`src/rtl/sw_clkgen_pkg.sv`:
```
`timescale 1ns/1ps
package sw_clkgen_pkg;

  typedef enum logic [1:0] {
    MODE_ALONE    = 2'b00,
    MODE_LEADER   = 2'b01,
    MODE_FOL_RISE = 2'b10,
    MODE_FOL_FALL = 2'b11
  } clk_mode_e;

  function automatic logic mode_is_follower(clk_mode_e m);
    return m[1];
  endfunction

  function automatic logic mode_on_fall(clk_mode_e m);
    return m == MODE_FOL_FALL;
  endfunction

endpackage

```
`src/rtl/sw_clkgen_edge.sv`:
```
`timescale 1ns/1ps
module sw_clkgen_edge #(
  parameter int STAGES = 2
) (
  input  logic clk_i,
  input  logic rst_ni,
  input  logic sync_i,
  input  logic fall_sel_i,
  output logic edge_o
);

  // sh_q[STAGES-1] is the synchronized level, sh_q[STAGES] its previous value
  logic [STAGES:0] sh_q;
  logic            cur, prev;

  always_ff @(posedge clk_i or negedge rst_ni) begin
    if (!rst_ni) sh_q <= '0;
    else         sh_q <= {sh_q[STAGES-1:0], sync_i};
  end

  assign cur    = sh_q[STAGES-1];
  assign prev   = sh_q[STAGES];
  assign edge_o = fall_sel_i ? (prev & ~cur) : (cur & ~prev);

  // same-polarity edges cannot occur on consecutive cycles
  a_r3_edge_spacing: assert property (@(posedge clk_i) disable iff (!rst_ni)
    (edge_o && $stable(fall_sel_i)) |=> !(edge_o && $stable(fall_sel_i)));

endmodule

```
`src/rtl/sw_clkgen_div.sv`:
```
`timescale 1ns/1ps
module sw_clkgen_div (
  input  logic clk_i,
  input  logic rst_ni,
  input  logic clr_i,
  input  logic en_i,
  input  logic tick_i,
  output logic phase_o,
  output logic start_o
);

  logic phase_q;

  always_ff @(posedge clk_i or negedge rst_ni) begin
    if (!rst_ni)              phase_q <= 1'b0;
    else if (clr_i)           phase_q <= 1'b0;
    else if (en_i && tick_i)  phase_q <= ~phase_q;
  end

  assign phase_o = phase_q;
  assign start_o = en_i & tick_i & ~phase_q;

  a_r2_tick_toggles: assert property (@(posedge clk_i) disable iff (!rst_ni)
    $past(en_i && tick_i && !clr_i) |-> (phase_q != $past(phase_q)));

  a_r9_clear_phase: assert property (@(posedge clk_i) disable iff (!rst_ni)
    $past(clr_i) |-> !phase_q);

endmodule

```
`src/rtl/sw_clkgen_meter.sv`:
```
`timescale 1ns/1ps
module sw_clkgen_meter #(
  parameter int CNT_W = 10,
  parameter int LEAD  = 3
) (
  input  logic clk_i,
  input  logic rst_ni,
  input  logic clr_i,
  input  logic trig_i,
  output logic md_o
);

  localparam logic [CNT_W-1:0] CNT_MAX  = {CNT_W{1'b1}};
  localparam logic [CNT_W-1:0] PER_MIN  = CNT_W'(LEAD + 2);
  localparam logic [CNT_W-1:0] LEAD_OFS = CNT_W'(LEAD + 1);

  logic [CNT_W-1:0] cnt_q, per_q;
  logic             seen_q, valid_q, md_q, match;

  always_ff @(posedge clk_i or negedge rst_ni) begin
    if (!rst_ni) begin
      cnt_q   <= '0;
      per_q   <= '0;
      seen_q  <= 1'b0;
      valid_q <= 1'b0;
    end else if (clr_i) begin
      cnt_q   <= '0;
      per_q   <= '0;
      seen_q  <= 1'b0;
      valid_q <= 1'b0;
    end else if (trig_i) begin
      cnt_q   <= '0;
      seen_q  <= 1'b1;
      valid_q <= seen_q && (cnt_q != CNT_MAX);
      if (seen_q) per_q <= cnt_q + CNT_W'(1);
    end else if (cnt_q != CNT_MAX) begin
      cnt_q <= cnt_q + CNT_W'(1);
    end
  end

  // fire LEAD cycles before the predicted next start
  assign match = valid_q && !trig_i && (per_q >= PER_MIN) &&
                 (cnt_q == per_q - LEAD_OFS);

  always_ff @(posedge clk_i or negedge rst_ni) begin
    if (!rst_ni)    md_q <= 1'b0;
    else if (clr_i) md_q <= 1'b0;
    else            md_q <= match;
  end

  assign md_o = md_q;

  a_r5_needs_period: assert property (@(posedge clk_i) disable iff (!rst_ni)
    md_o |-> $past(valid_q));

  a_r7_min_period: assert property (@(posedge clk_i) disable iff (!rst_ni)
    md_o |-> ($past(per_q) >= PER_MIN));

  a_r8_overflow_invalid: assert property (@(posedge clk_i) disable iff (!rst_ni)
    $past(trig_i && !clr_i && cnt_q == CNT_MAX) |-> !valid_q);

endmodule

```
`src/rtl/sw_clkgen.sv`:
```
`timescale 1ns/1ps
module sw_clkgen
  import sw_clkgen_pkg::*;
#(
  parameter int CNT_W       = 10,
  parameter int LEAD        = 3,
  parameter int SYNC_STAGES = 2
) (
  input  logic       clk_i,
  input  logic       rst_ni,
  input  logic [1:0] mode_i,
  input  logic       osc_tick_i,
  input  logic       sync_i,
  output logic       sync_o,
  output logic       sync_oe_o,
  output logic       cyc_start_o,
  output logic       max_duty_o
);

  clk_mode_e mode_q;
  logic      chg, follower, ext_edge, div_start, div_phase, trig, start_q;

  always_ff @(posedge clk_i or negedge rst_ni) begin
    if (!rst_ni) mode_q <= MODE_ALONE;
    else         mode_q <= clk_mode_e'(mode_i);
  end

  assign chg      = (clk_mode_e'(mode_i) != mode_q);
  assign follower = mode_is_follower(mode_q);

  sw_clkgen_edge #(.STAGES(SYNC_STAGES)) u_edge (
    .clk_i      (clk_i),
    .rst_ni     (rst_ni),
    .sync_i     (sync_i),
    .fall_sel_i (mode_on_fall(mode_q)),
    .edge_o     (ext_edge)
  );

  sw_clkgen_div u_div (
    .clk_i   (clk_i),
    .rst_ni  (rst_ni),
    .clr_i   (chg),
    .en_i    (~follower),
    .tick_i  (osc_tick_i),
    .phase_o (div_phase),
    .start_o (div_start)
  );

  assign trig = ~chg & (follower ? ext_edge : div_start);

  always_ff @(posedge clk_i or negedge rst_ni) begin
    if (!rst_ni) start_q <= 1'b0;
    else         start_q <= trig;
  end

  sw_clkgen_meter #(.CNT_W(CNT_W), .LEAD(LEAD)) u_meter (
    .clk_i  (clk_i),
    .rst_ni (rst_ni),
    .clr_i  (chg),
    .trig_i (trig),
    .md_o   (max_duty_o)
  );

  assign cyc_start_o = start_q;
  assign sync_o      = ~follower & div_phase;
  assign sync_oe_o   = ~follower;

  a_r1_reset_quiet: assert property (@(posedge clk_i)
    !rst_ni |-> (!cyc_start_o && !max_duty_o && !sync_o));

  a_r10_no_overlap: assert property (@(posedge clk_i) disable iff (!rst_ni)
    !(cyc_start_o && max_duty_o));

  a_r3_follower_sync_low: assert property (@(posedge clk_i) disable iff (!rst_ni)
    follower |-> (!sync_o && !sync_oe_o));

  a_r2_start_on_rise: assert property (@(posedge clk_i) disable iff (!rst_ni)
    (!follower && cyc_start_o && $stable(mode_q)) |-> (sync_o && !$past(sync_o)));

  a_r9_quiet_on_change: assert property (@(posedge clk_i) disable iff (!rst_ni)
    (mode_q != $past(mode_q)) |-> (!cyc_start_o && !max_duty_o));

endmodule

```
`config.mk`:
```
export PLATFORM = sky130hd
export DESIGN_NAME = sw_clkgen
export DESIGN_NICKNAME = d
export VERILOG_FILES = /design/src/rtl/sw_clkgen_pkg.sv /design/src/rtl/sw_clkgen_edge.sv /design/src/rtl/sw_clkgen_div.sv /design/src/rtl/sw_clkgen_meter.sv /design/src/rtl/sw_clkgen.sv
export SDC_FILE = /design/constraint.sdc
export NUM_CORES = 1
export LEC_CHECK = 0
export BUFFER_PORTS_ARGS = -buffer_cell sky130_fd_sc_hd__clkbuf_2
export CORE_MARGIN = 2
export CORE_UTILIZATION = 64
export CTS_CLUSTER_SIZE = 30
export DETAILED_ROUTE_END_ITERATION = 10
export GPL_TIMING_DRIVEN = 0
export PLACE_DENSITY = 0.8
export SLEW_MARGIN = 10
export SYNTH_ARGS = -nofsm -noshare
export SYNTH_HDL_FRONTEND = slang
export SYNTH_SLANG_ARGS = --single-unit
```
`constraint.sdc`:
```
create_clock -name clk_i -period 5.5 [get_ports clk_i]
set_clock_uncertainty 0.1 [all_clocks]
set_input_delay 0.825 -clock clk_i [delete_from_list [all_inputs] [get_ports clk_i]]
set_output_delay 0.825 -clock clk_i [all_outputs]
set_load 0.005 [all_outputs]
```
* Yosys cells after proc, flatten, opt, wreduce, memory -nomap -nowiden *
Cells that the tools add are included.

cells by class
  bitwise operators = 11
  multiplexer cells = 15
  reductions and logical operators = 11
  add/sub/neg operators = 2
  magnitude comparators = 1
  equal/unequal tests = 4

operator list
  cell                                                                 number
  2-to-1 mux 10 bit                                                    6
  adder 10 x 1 -> 10 bit (second input constant)                       1
  equality test 10 bit                                                 1
  greater-or-equal comparator 10 x 3 -> 1 bit (second input constant)  1
  != test 10 bit (second input constant)                               1
  subtractor 10 x 3 -> 10 bit (second input constant)                  1
  2-to-1 mux 1 bit                                                     9
  AND 1 bit                                                            6
  nonzero test 2 bit                                                   3
  logical AND 1 bit                                                    5
  inverter 1 bit                                                       5
  nonzero test 3 bit                                                   1
  equality test 2 bit (second input constant)                          1
  != test 2 bit                                                        1
  AND reduction 2 bit                                                  1
  logical NOT 1 bit                                                    1

storage, ports and cells
  input bits = 6
  register bits after elaboration = 30
  output and inout port bits = 4
  logic and storage cells = 53

* Logic depth before layout (Yosys ltp) *
Gate-level depths: netlist of run 1.

  depth in word-level cells = 10
  depth in mapped cells = 6
  gate-level depth less buffers = 6

* Cells and area by module *
Synthesis of run 1 repeated with hierarchy kept, for this count alone.

second synthesis, totals
  cell total of the unflattened synthesis = 174
  area total of the unflattened synthesis = 1,689.1 µm²

modules (own cells, without submodules)
  module           cells each  instances  sequential area each (µm²)  area each (µm²)
  sw_clkgen_meter  150         1          575.6                       1,396.3
  sw_clkgen        12          1          75.1                        137.6
  sw_clkgen_edge   6           1          75.1                        97.6
  sw_clkgen_div    6           1          25.0                        57.6

* Worst setup path before layout of run 1 *
Ideal clock, no wire load.

  kind = in2reg
  start = input port osc_tick_i
  end = register u_meter.per_q[0]
  setup time = 0.122 ns
  data required time = 5.278 ns
  buffers on the path = 1
  path slack = 3.330 ns
  data arrival time = 1.948 ns
  stages = 5
  cells stage by stage = or3b_2 -> clkbuf_1 -> inv_1 -> o21ai_1 -> a32o_1

on the way
  word-level cells in the longest chain between the ends = 6

RTL lines
  what                           RTL line               RTL
  start: declaration             sw_clkgen.sv:12        input logic osc_tick_i,
  AND 1 bit (2 in series)        sw_clkgen_div.sv:21    assign start_o = en_i & tick_i & ~phase_q;
  2-to-1 mux 1 bit               sw_clkgen.sv:49        assign trig = ~chg & (follower ? ext_edge : div_start);
  AND 1 bit                      sw_clkgen.sv:49
  nonzero test 2 bit (no line)   n/a
  AND reduction 2 bit (no line)  n/a
  end signal: assignment         sw_clkgen_meter.sv:35  if (seen_q) per_q <= cnt_q + CNT_W'(1);
  end: declaration               sw_clkgen_meter.sv:17  logic [CNT_W-1:0] cnt_q, per_q;

Every way passes these cells.
A chain may end at the register's enable or synchronous reset.

* Final worst setup path of run 1 *
  start = input port mode_i[0]
  end = register u_meter.cnt_q[5]

on the way
  word-level cells in the longest chain between the ends = 5
  elaborated cells on any way between the ends = 6
  classes of those cells = eq/ne: 1; mux: 2; bitwise: 2; reduce/logical: 1

RTL lines
  what                    RTL line               RTL
  start: declaration      sw_clkgen.sv:11        input logic [1:0] mode_i,
  != test 2 bit *         sw_clkgen.sv:28        assign chg = (clk_mode_e'(mode_i) != mode_q);
  inverter 1 bit          sw_clkgen.sv:49
  AND 1 bit               sw_clkgen.sv:49
  2-to-1 mux 10 bit       sw_clkgen_meter.sv:31  end else if (trig_i) begin
  2-to-1 mux 10 bit       sw_clkgen_meter.sv:26  end else if (clr_i) begin
  end signal: assignment  sw_clkgen_meter.sv:37  cnt_q <= cnt_q + CNT_W'(1);
  end: declaration        sw_clkgen_meter.sv:17

Every way passes the cells marked *; elsewhere a longest branch is shown, timed or not.

==> results of run 1 <==
-- metal layers --
layer	track usage, %	up-vias
li1	-	601
met1	37.0	633
met2	42.6	35
met3	10.7	9
met4	12.9	0
met5	0	-
-- sequential cells by signal, summed over array words and instances, names as in the netlist --
signal and count:
u_meter.per_q 10, u_meter.seen_q 1, u_meter.md_o 1, u_edge.sh_q 3, mode_q 2, u_meter.valid_q 1, cyc_start_o 1, u_div.phase_o 1
u_meter.cnt_q 10
-- worst reg2reg max path: stages, from the launching register on --
cell and delay, ns:
sky130_fd_sc_hd__dfrtp_1 0.38, sky130_fd_sc_hd__clkbuf_1 0.19, sky130_fd_sc_hd__xnor2_1 0.28, sky130_fd_sc_hd__and2_1 0.17
sky130_fd_sc_hd__clkbuf_1 0.40, sky130_fd_sc_hd__nand3_1 0.48, sky130_fd_sc_hd__a21oi_1 0.27
-- final timing paths --
path,start,end,slack (ns),depth (start not counted)
max,mode_i[0],u_meter.cnt_q[5],3.12,6
min,u_edge.sh_q[0],u_edge.sh_q[1],0.26,0
max reg2reg,mode_q[1],u_meter.cnt_q[5],3.13,6
min reg2reg,u_edge.sh_q[0],u_edge.sh_q[1],0.26,0
max in group asynchronous,rst_ni,u_meter.per_q[0],4.40,1
min in group asynchronous,rst_ni,u_div.phase_o,0.43,1
-- final cells by class --
cell class / count / share of cell area (%)
inverters: 10 / 2.09
clock buffers: 8 / 4.40
flip-flops and latches: 30 / 41.9
multi-input cells: 109 / 45.1
well taps: 30 / 2.09
plain buffers: 7 / 1.89
repair buffers: 9 / 2.51
-- stage by stage --
step | util, % | instances | area, µm²
after floorplan | - | 156 | 1630
after global placement | 69.8 | 195 | 1710
after detailed placement | 69.8 | 195 | 1710
after CTS | 73.0 | 203 | 1790
after global routing | 73.0 | 203 | 1790
final | 73.0 | 203 | 1790
-- power groups by stage --
stage | clock, W | sequential, W | combinational, W
floorplan | 0 | 0.000233 | 0.0000213
global placement | 0 | 0.000233 | 0.0000331
detailed placement | 0 | 0.000234 | 0.0000343
CTS | 0.000167 | 0.000229 | 0.0000345
global route | 0.000176 | 0.000230 | 0.0000388
finish | 0.000162 | 0.000229 | 0.0000346
-- logic make-up after synthesis --
family                   synth area share, %
AO/OA/AOI/OAI                           17.8
buffers and inverters                   4.37
XOR/XNOR                                14.0
adder cells (fa/ha/maj)                 2.30
multiplexers                           0.614
flip-flops                              46.0
AND/OR/NAND/NOR                         14.9
-- placed cells by master (no fill, tap or decap), drive strengths merged, types with 2 or more instances in the layout --
cell and n:
a211oi 2, a21oi 11, a32o 6, and3b 2
and4 2, clkbuf 23, dfrtp 30, ha 3
inv 10, nand2 5, nand3 4, nand4 4
nor2 6, nor3 2, nor3b 2, o211a 2
o211ai 3, o21ai 7, o31ai 2, or3 4
or4 3, xnor2 17, xor2 9
==> out/qor_table.md, run 1 <==
| Group | Result | Value |
|:---|:---|:---|
| run status | Result of the run | completed |
| floorplanning | Core area | 2450 µm² |
| critical path | CP required | 5.64 ns |
| critical path | Crit end category | flop |
| job | Max-capacitance violation count | 0 |
| route | Average routed wire per standard cell | 17.0 µm |
| synthesis | Number of synthesized flops with an enable pin | 0 |
| route | Top layer in use | met4 |
| route | DRC violations left | 0 |
| floorplanning | I/O pin count | 10 |
| worst hold path | Hold crit path type | flop to flop |
| cells and area | Layout cells sized above 1 | 14.5% |
| global routing | Grt total ovfl | 0 |
| route | Final Routed Wirelength | 3450 µm |
| timing | RSZ-0062 raised after global routing | false |
| cts | CTS max path bufs | 2 |
| synthesis | Share of the yosys chip area belonging to registers | 46.0% |
| route | Iteration-0 DRC count of the detailed router | 38 |
| power and ir drop | Power density over the cells | 238 nW/µm² |
| synthesis | Share of flip-flops with an asynchronous set or reset after synthesis | 100% |
| route | Remaining antenna violation count after routing | 0 |
| route | DR WL met3 | 195 µm |
| timing | Period utilisation layout | 43.4% |
| floorplanning | Horizontal die dimension | 54.5 µm |
| synthesis | Most frequent cell after synthesis | sky130_fd_sc_hd__dfrtp_1 |
| critical path | Setup Crit Path Kind | input port to flop |
| floorplanning | Die Y-Extent | 54.5 µm |
| synthesis | Most used DFF post-synth | sky130_fd_sc_hd__dfrtp_1 |
| route | Detailed-routing iteration count for the pre-antenna-repair pass | 4 |
| synthesis | Post-Syn Instances | 156 |
| timing | Hold Fails Final Rpt | 0 |
| synthesis | Largest area contributor in the synthesized netlist | sky130_fd_sc_hd__dfrtp_1 |
| synthesis | Count of different cell masters after synthesis | 42 |
| place | Final GP Congestion | 0.870 |
| cells and area | Area of combinational cells with multiple inputs | 808 µm² |
| floorplanning | FP Rows | 18 |
| place | Post-detail-place hpwl | 2470 µm |
| cts | H-tree depth | 2 |
| timing | Worst rel slew slack | 51.7% |
| critical path | Slowest cell delay on critical path | 0.48 ns |
| power and ir drop | Sequential power share | 53.9% |
| cells and area | FF/Latch Area | 751 µm² |
| critical path | CP startpoint kind | input port |
| power and ir drop | Relative contribution of the clock network to total power | 38.0% |
| cells and area | Number of fill cells | 182 |
| timing | Worst Max-Slew Pin Slew | 0.724 ns |
| critical path | Critical path fanouts, max | 10 |
| place | Pre-CTS setup slack | 2.82 ns |
| synthesis | Net count after synthesis | 165 |
| power and ir drop | Sw frac | 24.0% |
| critical path | Buffering stage count on the worst path with inverters included | 2 |
| power and ir drop | Net switching power | 0.000102 W |
| critical path | Data arrival time of the critical path | 2.53 ns |
| cts | Count of instances resized after the clock tree is built | 0 |
| global routing | First-pass GRT wire length | 5750 µm |
| cells and area | NumNets Final | 181 |
| power and ir drop | Cell Int Power | 0.000323 W |
| synthesis | Register bit count reported by yosys | 30 |
| floorplanning | Effective utilization at floorplan | 66.4% |
| power and ir drop | Power consumption | 0.000426 W |
| cells and area | Relative area change from synthesis to final layout | 9.90% |
| timing | Achievable frequency | 0.419 GHz |
| place | Port Buffer Count | 9 |
| cts | Buffers inserted by post-CTS timing repair | 0 |
| global routing | Maximum number of pins on one net before global-route repair | 31 |
| synthesis | Top area cells in the synthesized netlist | sky130_fd_sc_hd__dfrtp_1 (46%), sky130_fd_sc_hd__xnor2_1 (9.1%), sky130_fd_sc_hd__xor2_1 (4.8%), sky130_fd_sc_hd__a32o_1 (3.7%), sky130_fd_sc_hd__a21oi_1 (3.4%) |
| route | Vias per inst | 6.30 |
| critical path | Critical-path cell with the highest stage delay | sky130_fd_sc_hd__nand3_1 |
| global routing | Vias in the first global route | 1243 |
| route | Met1 WL | 1530 µm |
| cts | CTS Hold Bufs | 0 |
| cts | Clock latency at the later pin of the worst-skew pair | 0.33 ns |
| cts | Buffer cell driving the clock tree root | sky130_fd_sc_hd__clkbuf_4 |
| route | Routed length on met2 | 1660 µm |
| cells and area | Ant. Diodes | 0 |
| cts | TritonCTS clock tree | done |
| timing | Minimum hold slack | 0.261 ns |
| synthesis | Synth Cell Area | 1630 µm² |
| synthesis | Share of the synthesized area in the top cell type | 46.0% |
| timing | Max-slew violations | 0 |
| timing | Number of failing setup endpoints in the final timing report | 0 |
| timing | Setup ws final | 3.12 ns |
| global routing | Overall routing resource usage | 28.6% |
| synthesis | Number of warnings reported in the yosys synthesis log | 0 |
| power and ir drop | Leak Pwr | 0.815 nW |
| synthesis | Mean instance size in the synthesized netlist | 10.5 µm² |
| route | Count of vias placed by the detailed router | 1278 |
| cts | Clock slew at reported path FFs | 0.08 ns |
| synthesis | Top cell types by occurrence after synthesis | sky130_fd_sc_hd__dfrtp_1 (30), sky130_fd_sc_hd__xnor2_1 (17), sky130_fd_sc_hd__a21oi_1 (11) |
| global routing | Number of antenna violations at the first check in global routing | 0 |
| power and ir drop | Share of power burned in combinational logic | 8.1% |
| power and ir drop | Max IR drop VDD | 0.000232 V |
| critical path | Family of cells with the greatest summed delay on the critical path | simple AND/OR/NAND/NOR gates |
| cts | Clock sink count | 30 |
| timing | Post-layout minimum cycle time | 2.38 ns |
| timing | Setup TNS after final layout | 0 ns |
| cts | Total clock buffers created by CTS | 5 |
| floorplanning | Die ar. | 2970 µm² |
| critical path | Crit-path cells | clkbuf_2 -> xnor2_1 -> and2_1 -> clkbuf_1 -> nand3_1 -> a21oi_1 |
Note: power is estimated with default switching activity, not from simulation.
==> run 2: changes to the inputs <==
--- a/config.mk
+++ b/config.mk
@@ -5,13 +5,14 @@
 export SDC_FILE = /design/constraint.sdc
 export NUM_CORES = 1
 export LEC_CHECK = 0
+export ABC_AREA = 1
 export BUFFER_PORTS_ARGS = -buffer_cell sky130_fd_sc_hd__clkbuf_2
 export CORE_MARGIN = 2
-export CORE_UTILIZATION = 64
+export CORE_UTILIZATION = 54
 export CTS_CLUSTER_SIZE = 30
 export DETAILED_ROUTE_END_ITERATION = 10
 export GPL_TIMING_DRIVEN = 0
-export PLACE_DENSITY = 0.8
+export PLACE_DENSITY = 0.72
 export SLEW_MARGIN = 10
 export SYNTH_ARGS = -nofsm -noshare
 export SYNTH_HDL_FRONTEND = slang
==> constraint.sdc (replaced) <==
create_clock -name clk_i -period 2.05 [get_ports clk_i]
set_clock_uncertainty 0.1 [all_clocks]
set_input_delay 0.3075 -clock clk_i [delete_from_list [all_inputs] [get_ports clk_i]]
set_output_delay 0.3075 -clock clk_i [all_outputs]
set_load 0.005 [all_outputs]
==> out/qor_table.md, run 2 <==
| Group | Result | Value | vs previous |
|:---|:---|:---|:---|
| run status | Result of the run | completed |  |
| power and ir drop | Sequential power share | 59.0% | +5.1 points |
| cts | Clock sink count | 30 | unchanged |
| global routing | Maximum number of pins on one net before global-route repair | 31 | unchanged |
| timing | Achievable frequency | 0.582 GHz |  |
| timing | Setup TNS after final layout | 0 ns | unchanged |
| job | Max-capacitance violation count | 0 | unchanged |
| power and ir drop | Share of power burned in combinational logic | 10.5% | +2.4 points |
| critical path | Slowest cell delay on critical path | 0.50 ns | +0.02 ns |
| cts | TritonCTS clock tree | done |  |
| floorplanning | Die Y-Extent | 62.9 µm | +16% |
| power and ir drop | Power density over the cells | 510 nW/µm² | +110% |
| power and ir drop | Max IR drop VDD | 0.000371 V | +60% |
| floorplanning | Effective utilization at floorplan | 56.2% | -10 points |
| critical path | Critical-path cell with the highest stage delay | sky130_fd_sc_hd__dfrtp_1 |  |
| critical path | CP startpoint kind | flop |  |
| synthesis | Post-Syn Instances | 266 | +71% |
| critical path | Family of cells with the greatest summed delay on the critical path | simple AND/OR/NAND/NOR gates |  |
| global routing | Grt total ovfl | 0 | unchanged |
| synthesis | Number of warnings reported in the yosys synthesis log | 0 | unchanged |
| floorplanning | I/O pin count | 10 | unchanged |
| cts | CTS Hold Bufs | 3 | +3 |
| critical path | Worst R2R Setup Slack | 0.33 ns | -2.80 ns |
| route | Iteration-0 DRC count of the detailed router | 104 | +170% |
| power and ir drop | Leak Pwr | 1.14 nW | +39% |
| critical path | Data arrival time of the critical path | 1.88 ns | -0.65 ns |
| critical path | CP required | 2.21 ns | -3.43 ns |
| route | Vias per inst | 4.98 | -21% |
| timing | RSZ-0062 raised after global routing | false |  |
| timing | Number of failing setup endpoints in the final timing report | 0 | unchanged |
| synthesis | Register bit count reported by yosys | 30 | unchanged |
| cts | Clock latency at the later pin of the worst-skew pair | 0.33 ns | about the same |
| synthesis | Number of synthesized flops with an enable pin | 0 | unchanged |
| power and ir drop | Cell Int Power | 0.000767 W | +140% |
| cts | Buffer cell driving the clock tree root | sky130_fd_sc_hd__clkbuf_4 |  |
| critical path | Crit-path cells | ha_1 -> nand2_2 -> nor2_4 -> nand4_4 -> clkinv_2 -> nand2_1 -> o21ai_1 |  |
| synthesis | Share of the yosys chip area belonging to registers | 40.1% | -6.0 points |
| cells and area | Most frequent standard cell in the layout excluding fill and tap cells | sky130_fd_sc_hd__nand2_1 |  |
| cts | Buffers inserted by post-CTS timing repair | 0 | unchanged |
| synthesis | Most used DFF post-synth | sky130_fd_sc_hd__dfrtp_1 |  |
| worst hold path | Hold crit path type | input port to flop |  |
| timing | Worst Max-Slew Pin Slew | 0.754 ns | +0.0302 ns |
| cts | Count of instances resized after the clock tree is built | 0 | unchanged |
| cells and area | Layout cells sized above 1 | 14.7% | +0.29 points |
| route | Detailed-routing iteration count for the pre-antenna-repair pass | 4 | unchanged |
| route | Count of vias placed by the detailed router | 1649 | +29% |
| critical path | Setup Crit Path Kind | flop to flop |  |
| synthesis | Share of the synthesized area in the top cell type | 40.1% | -6.0 points |
| place | Port Buffer Count | 9 | unchanged |
| floorplanning | Die ar. | 3960 µm² | +33% |
| synthesis | Synth Cell Area | 1870 µm² | +15% |
| floorplanning | Horizontal die dimension | 62.9 µm | +16% |
| global routing | Number of antenna violations at the first check in global routing | 0 | unchanged |
| timing | Post-layout minimum cycle time | 1.72 ns |  |
| global routing | First-pass GRT wire length | 7240 µm | +26% |
| cells and area | Ant. Diodes | 0 | unchanged |
| power and ir drop | Sw frac | 26.8% | +2.8 points |
| timing | Worst rel slew slack | 49.7% | -2.0 points |
| global routing | Vias in the first global route | 1592 | +28% |
| cells and area | Leading registers by flop count | u_meter.cnt_q x10, u_meter.per_q x10, u_edge.sh_q x3 |  |
| place | Final GP Congestion | 0.883 | +1.5% |
| synthesis | Most frequent cell after synthesis | sky130_fd_sc_hd__nand2_1 |  |
| floorplanning | Core area | 3340 µm² | +36% |
| timing | Period utilisation layout | 83.8% |  |
| synthesis | Net count after synthesis | 275 | +67% |
| timing | Minimum hold slack | 0.0255 ns | -0.236 ns |
| critical path | Crit end category | flop |  |
| cts | CTS max path bufs | 2 | unchanged |
| place | Post-detail-place hpwl | 2950 µm | +20% |
| cells and area | Relative area change from synthesis to final layout | 9.48% |  |
| cts | Clock slew at reported path FFs | 0.09 ns | about the same |
| cells and area | Post-layout utilization of the core | 61.5% | -11 points |
| synthesis | Top area cells in the synthesized netlist | sky130_fd_sc_hd__dfrtp_1 (40%), sky130_fd_sc_hd__nand2_1 (21%), sky130_fd_sc_hd__inv_1 (6.6%), sky130_fd_sc_hd__nand3_1 (6.4%), sky130_fd_sc_hd__nor2_1 (4.4%) |  |
| global routing | Overall routing resource usage | 23.7% | -4.9 points |
| timing | Hold Fails Final Rpt | 0 | unchanged |
| floorplanning | FP Rows | 21 | +3 |
| power and ir drop | Relative contribution of the clock network to total power | 30.5% | -7.5 points |
| synthesis | Mean instance size in the synthesized netlist | 7.05 µm² | -33% |
| synthesis | Count of different cell masters after synthesis | 24 | -43% |
| critical path | Critical path fanouts, max | 9 | -1 |
| synthesis | Share of flip-flops with an asynchronous set or reset after synthesis | 100% | unchanged |
| route | Remaining antenna violation count after routing | 0 | unchanged |
| route | Average routed wire per standard cell | 12.2 µm | -28% |
| cts | H-tree depth | 2 | unchanged |
| critical path | Buffering stage count on the worst path with inverters included | 1 | -1 |
| cts | Total clock buffers created by CTS | 5 | unchanged |
| power and ir drop | Net switching power | 0.000281 W | +170% |
| cells and area | NumNets Final | 294 | +62% |
| route | DRC violations left | 0 | unchanged |
| cells and area | Commonest cells after routing, fill and taps aside | sky130_fd_sc_hd__nand2_1 (106), sky130_fd_sc_hd__inv_1 (33), sky130_fd_sc_hd__dfrtp_1 (30) |  |
| route | Final Routed Wirelength | 4030 µm | +17% |
| synthesis | Largest area contributor in the synthesized netlist | sky130_fd_sc_hd__dfrtp_1 |  |
| timing | Max-slew violations | 0 | unchanged |
| synthesis | Top cell types by occurrence after synthesis | sky130_fd_sc_hd__nand2_1 (106), sky130_fd_sc_hd__inv_1 (33), sky130_fd_sc_hd__dfrtp_1 (30) |  |
-- run 2: changes by cell type in the layout (fill, tap and decap cells not counted), sizes merged, moves of 4 or more --
cell	change
nand3	+20
inv	+28
nand2	+107
xnor2	-17
or3	-4
xor2	-6
a32o	-6
clkbuf	-7
nor2	+21
-- run 2: cell type report --
type	instances	area, µm²
Fill cell	326	1280
Multi-Input combinational cell	195	961
Sequential cell	30	751
Inverter	39	153
Timing Repair Buffer	12	75.1
Tap cell	46	57.6
Clock buffer	7	45.0
Buffer	2	10.0
-- run 2: cells by family after synthesis --
family          after synthesis  share of synthesized area, %
simple gates                171                          41.5
buf+inv                      41                          8.68
flops                        30                          40.1
compound gates               18                          6.34
xor+xnor                      3                          1.40
fa+ha+maj                     3                          2.00
-- run 2: worst reg2reg max path, delay by kind of cell (launching register included) --
kind	cells	cell delay [ns]
AOI/OAI and AO/OA	1	0.10
buffers and inverters	1	0.12
and+or+nand+nor	4	0.57
DFF	1	0.50
adders and majority gates	1	0.26
-- run 2: worst paths after layout --
path,to,startpoint,depth (start not counted)
worst max-delay path,u_meter.cnt_q[4],u_meter.cnt_q[0],7
max in group asynchronous,u_meter.seen_q,rst_ni,2
worst min register to register,u_edge.sh_q[1],u_edge.sh_q[0],0
min in group asynchronous,u_meter.per_q[4],rst_ni,2
worst min-delay path,mode_q[1],mode_i[1],1
worst max register to register,u_meter.cnt_q[4],u_meter.cnt_q[0],7
-- run 2: metal layers --
metal  share of wire [%]  vias up  routed length (µm)  track usage (%)
met5                   0        -                   0                0
met4                0.94        0                  38             11.1
met3                 3.2        4                 129             5.59
met2                  48       31                1940             36.8
met1                  48      750                1920             31.1
li1                    -      864                   -                -
-- run 2: metrics by stage --
stage               setup slack, ns  area, µm²  instances  power, W
finish                        0.332       2050        331   0.00105
floorplan                     0.605       1870        266  0.000696
detailed placement            0.360       1980        321  0.000735
CTS                           0.343       2050        331   0.00106
global route                  0.213       2050        331   0.00110
global placement              0.374       1980        321  0.000733
-- run 2: power groups by stage --
stage | Sequential (W) | Combinational (W) | Clock, W
2_1_floorplan | 0.000626 | 0.0000706 | 0
3_3_place_gp | 0.000628 | 0.000105 | 0
3_5_place_dp | 0.000629 | 0.000106 | 0
4_1_cts | 0.000617 | 0.000111 | 0.000334
5_1_grt | 0.000619 | 0.000126 | 0.000356
6_report | 0.000618 | 0.000110 | 0.000320
==> run 3: changes to the inputs <==
--- a/config.mk
+++ b/config.mk
@@ -5,14 +5,14 @@
 export SDC_FILE = /design/constraint.sdc
 export NUM_CORES = 1
 export LEC_CHECK = 0
-export ABC_AREA = 1
+export ABC_AREA = 0
 export BUFFER_PORTS_ARGS = -buffer_cell sky130_fd_sc_hd__clkbuf_2
 export CORE_MARGIN = 2
-export CORE_UTILIZATION = 54
+export CORE_UTILIZATION = 53
 export CTS_CLUSTER_SIZE = 30
 export DETAILED_ROUTE_END_ITERATION = 10
 export GPL_TIMING_DRIVEN = 0
-export PLACE_DENSITY = 0.72
+export PLACE_DENSITY = 0.71
 export SLEW_MARGIN = 10
 export SYNTH_ARGS = -nofsm -noshare
 export SYNTH_HDL_FRONTEND = slang
==> constraint.sdc (replaced) <==
create_clock -name clk_i -period 1.4 [get_ports clk_i]
set_clock_uncertainty 0.1 [all_clocks]
set_input_delay 0.21 -clock clk_i [delete_from_list [all_inputs] [get_ports clk_i]]
set_output_delay 0.21 -clock clk_i [all_outputs]
set_load 0.005 [all_outputs]
==> out/qor_table.md, run 3 (synthesized netlist as in run 1, its figures left out) <==
| Group | Result | Value | vs previous |
|:---|:---|:---|:---|
| run status | Result of the run | finished with violations |  |
| run status | Violated checks | setup timing |  |
| global routing | Number of antenna violations at the first check in global routing | 0 | unchanged |
| place | Port Buffer Count | 9 | unchanged |
| cells and area | Area of combinational cells with multiple inputs | 1060 µm² | +10% |
| cells and area | Most frequent standard cell in the layout excluding fill and tap cells | sky130_fd_sc_hd__dfrtp_1 |  |
| timing | Worst rel slew slack | 48.4% | -1.4 points |
| critical path | Crit-path cells | buf_6 -> or4_4 -> or3_4 -> a222oi_1 -> nor4b_2 |  |
| timing | Hold Fails Final Rpt | 0 | unchanged |
| place | Pre-CTS setup slack | -0.663 ns | -1.02 ns |
| critical path | Crit end category | flop |  |
| route | Top layer in use | met4 |  |
| floorplanning | Horizontal die dimension | 59.5 µm | -5.5% |
| timing | Number of failing setup endpoints in the final timing report | 26 | +26 |
| timing | Post-layout minimum cycle time | 2.17 ns | +0.448 ns |
| critical path | Critical path fanouts, max | 8 | -1 |
| route | Remaining antenna violation count after routing | 0 | unchanged |
| route | Met1 WL | 1950 µm | +1.4% |
| cts | Clock latency at the later pin of the worst-skew pair | 0.35 ns | +0.02 ns |
| route | Final Routed Wirelength | 4740 µm | +18% |
| worst hold path | WHS Path Cells | 4 | +3 |
| global routing | Grt total ovfl | 0 | unchanged |
| route | Detailed-routing iteration count for the pre-antenna-repair pass | 4 | unchanged |
| cells and area | FF/Latch Area | 759 µm² | +1.2% |
| critical path | Reg2Reg Depth | 5 | -2 |
| critical path | Data arrival time of the critical path | 2.32 ns | +0.44 ns |
| place | Post-detail-place hpwl | 2440 µm | -17% |
| timing | Minimum hold slack | 0.191 ns | +0.166 ns |
| cells and area | Design area | 2340 µm² | +14% |
| timing | Period utilisation layout | 155% | +71 points |
| cts | CTS max path bufs | 2 | unchanged |
| critical path | Slowest cell delay on critical path | 0.52 ns | +0.02 ns |
| route | Routed length on met2 | 2380 µm | +23% |
| critical path | CP startpoint kind | flop |  |
| timing | RSZ-0062 raised after global routing | true |  |
| critical path | Reg-to-Reg Start | u_meter.per_q[4] |  |
| critical path | Capture instance of the worst register-to-register path | u_meter.md_o |  |
| cts | Clock sink count | 30 | unchanged |
| critical path | Buffering stage count on the worst path with inverters included | 1 | unchanged |
| route | Count of vias placed by the detailed router | 1438 | -13% |
| cells and area | Commonest cells after routing, fill and taps aside | sky130_fd_sc_hd__dfrtp_1 (23), sky130_fd_sc_hd__xnor2_1 (14), sky130_fd_sc_hd__buf_4 (12) |  |
| place | Final GP Congestion | 0.844 | -4.5% |
| timing | Achievable frequency | 0.462 GHz | -21% |
| cts | Total clock buffers created by CTS | 5 | unchanged |
| cts | Buffer cell driving the clock tree root | sky130_fd_sc_hd__clkbuf_4 |  |
| route | DRC violations left | 0 | unchanged |
| timing | Max-slew violations | 0 | unchanged |
| floorplanning | Effective utilization at floorplan | 54.7% | -1.4 points |
| power and ir drop | Max IR drop VDD | 0.000726 V | +96% |
| cts | TritonCTS clock tree | done |  |
| cells and area | NumNets Final | 203 | -31% |
| floorplanning | FP Rows | 20 | -4.8% |
| route | Vias per inst | 6.31 | +27% |
| global routing | Overall routing resource usage | 26.9% | +3.2 points |
| route | Iteration-0 DRC count of the detailed router | 103 | -0.96% |
| timing | Setup TNS after final layout | -7.20 ns | -7.20 ns |
| place | Placed standard-cell area | 1820 µm² | -8.0% |
| floorplanning | Core area | 2980 µm² | -11% |
| cts | Clock slew at reported path FFs | 0.10 ns | about the same |
| cells and area | Number of fill cells | 177 | -46% |
| power and ir drop | Leak Pwr | 1.03 nW | -9.1% |
| cells and area | Leading registers by flop count | u_meter.cnt_q x10, u_meter.per_q x10, u_edge.sh_q x3 |  |
| critical path | Worst R2R Setup Slack | -0.77 ns | -1.10 ns |
| floorplanning | Die Y-Extent | 59.5 µm | -5.5% |
| worst hold path | Hold crit path type | input port to flop |  |
| floorplanning | I/O pin count | 10 | unchanged |
| timing | Worst Max-Slew Pin Slew | 0.775 ns | +0.0203 ns |
| timing | Setup ws final | -0.766 ns | -1.10 ns |
| critical path | Critical-path cell with the highest stage delay | sky130_fd_sc_hd__or4_4 |  |
| critical path | CP required | 1.56 ns | -0.65 ns |
| power and ir drop | Power consumption | 0.00210 W | +100% |
| job | Max-capacitance violation count | 0 | unchanged |
| critical path | Setup Crit Path Kind | flop to flop |  |
| power and ir drop | Power density over the cells | 894 nW/µm² | +75% |
| critical path | Family of cells with the greatest summed delay on the critical path | simple AND/OR/NAND/NOR gates |  |
| cells and area | Ant. Diodes | 0 | unchanged |
| cells and area | Layout cells sized above 1 | 46.2% | +31 points |
| cells and area | Relative area change from synthesis to final layout | 43.8% |  |
| route | Average routed wire per standard cell | 20.8 µm | +71% |
| worst hold path | End of the worst hold path | u_meter.per_q[5] |  |
| global routing | First-pass GRT wire length | 6680 µm | -7.7% |
| cts | H-tree depth | 2 | unchanged |
| floorplanning | Die ar. | 3540 µm² | -11% |
| global routing | Maximum number of pins on one net before global-route repair | 31 | unchanged |
| global routing | Vias in the first global route | 1331 | -16% |
| worst hold path | Worst Min Path Start | mode_i[0] |  |
| route | DR WL met3 | 290 µm | +120% |
-- run 3: changes by cell type in the layout (fill, tap and decap cells not counted), moves of 12 or more --
cell | previous run | this run
sky130_fd_sc_hd__xnor2_1 | 0 | 14
sky130_fd_sc_hd__nand3_1 | 24 | 1
sky130_fd_sc_hd__nor2_1 | 22 | 6
sky130_fd_sc_hd__nand2_1 | 106 | 3
sky130_fd_sc_hd__buf_4 | 0 | 12
sky130_fd_sc_hd__inv_1 | 33 | 8
-- run 3: tightest hold or removal path, cell delays in order --
cell	delay, ns
sky130_fd_sc_hd__clkbuf_2	0.14
sky130_fd_sc_hd__xnor2_4	0.09
sky130_fd_sc_hd__nand4_1	0.10
sky130_fd_sc_hd__o31ai_2	0.07
-- run 3: per-stage QoR --
step / instances / util (%)
3_5_place_dp: 198 / 61.1
3_3_place_gp: 198 / 61.1
4_1_cts: 220 / 72.9
2_1_floorplan: 156 / -
5_1_grt: 228 / 78.7
6_report: 228 / 78.7
-- run 3: cell type report --
cell class	count	share of cell area, %
Sequential cell	30	32.4
Inverter	10	1.71
Clock inverter	2	2.56
Clock buffer	6	2.19
Tap cell	33	1.76
Multi-Input combinational cell	110	45.1
Timing Repair Buffer	33	12.0
Buffer	4	2.35
-- run 3: where the power goes --
part	internal (W)	switching, W	total (W)
sequential	0.000885	0.0000239	0.000909
clock	0.000605	0.000325	0.000930
combinational	0.000109	0.000150	0.000258
-- run 3: routing by layer --
metal | global-route usage, % | vias to the layer above
met3 | 7.86 | 16
met1 | 36.1 | 709
met2 | 39.4 | 67
met5 | 0 | -
li1 | - | 646
met4 | 13.6 | 0
-- run 3: repair_timing --
action / in CTS / in global routing
endpoints found under the setup margin: 25 / 27
endpoints found under the hold margin: 33 / 0
buffers inserted: 11 / 9
pin swaps: 11 / 11
hold buffers: 4 / 0
gates cloned: 1 / 1
resized for setup: 23 / 34
-- run 3: worst max path at each step --
stage	slack, ns	cells after the start	start	end
after floorplan	-0.55	5	u_meter.per_q[4]	u_meter.md_o
after global placement	-0.66	5	u_meter.per_q[4]	u_meter.md_o
after detailed placement	-0.66	5	u_meter.per_q[4]	u_meter.md_o
after CTS	-0.72	5	u_meter.per_q[4]	u_meter.md_o
after global routing	-0.89	5	u_meter.per_q[4]	u_meter.md_o
final	-0.77	5	u_meter.per_q[4]	u_meter.md_o
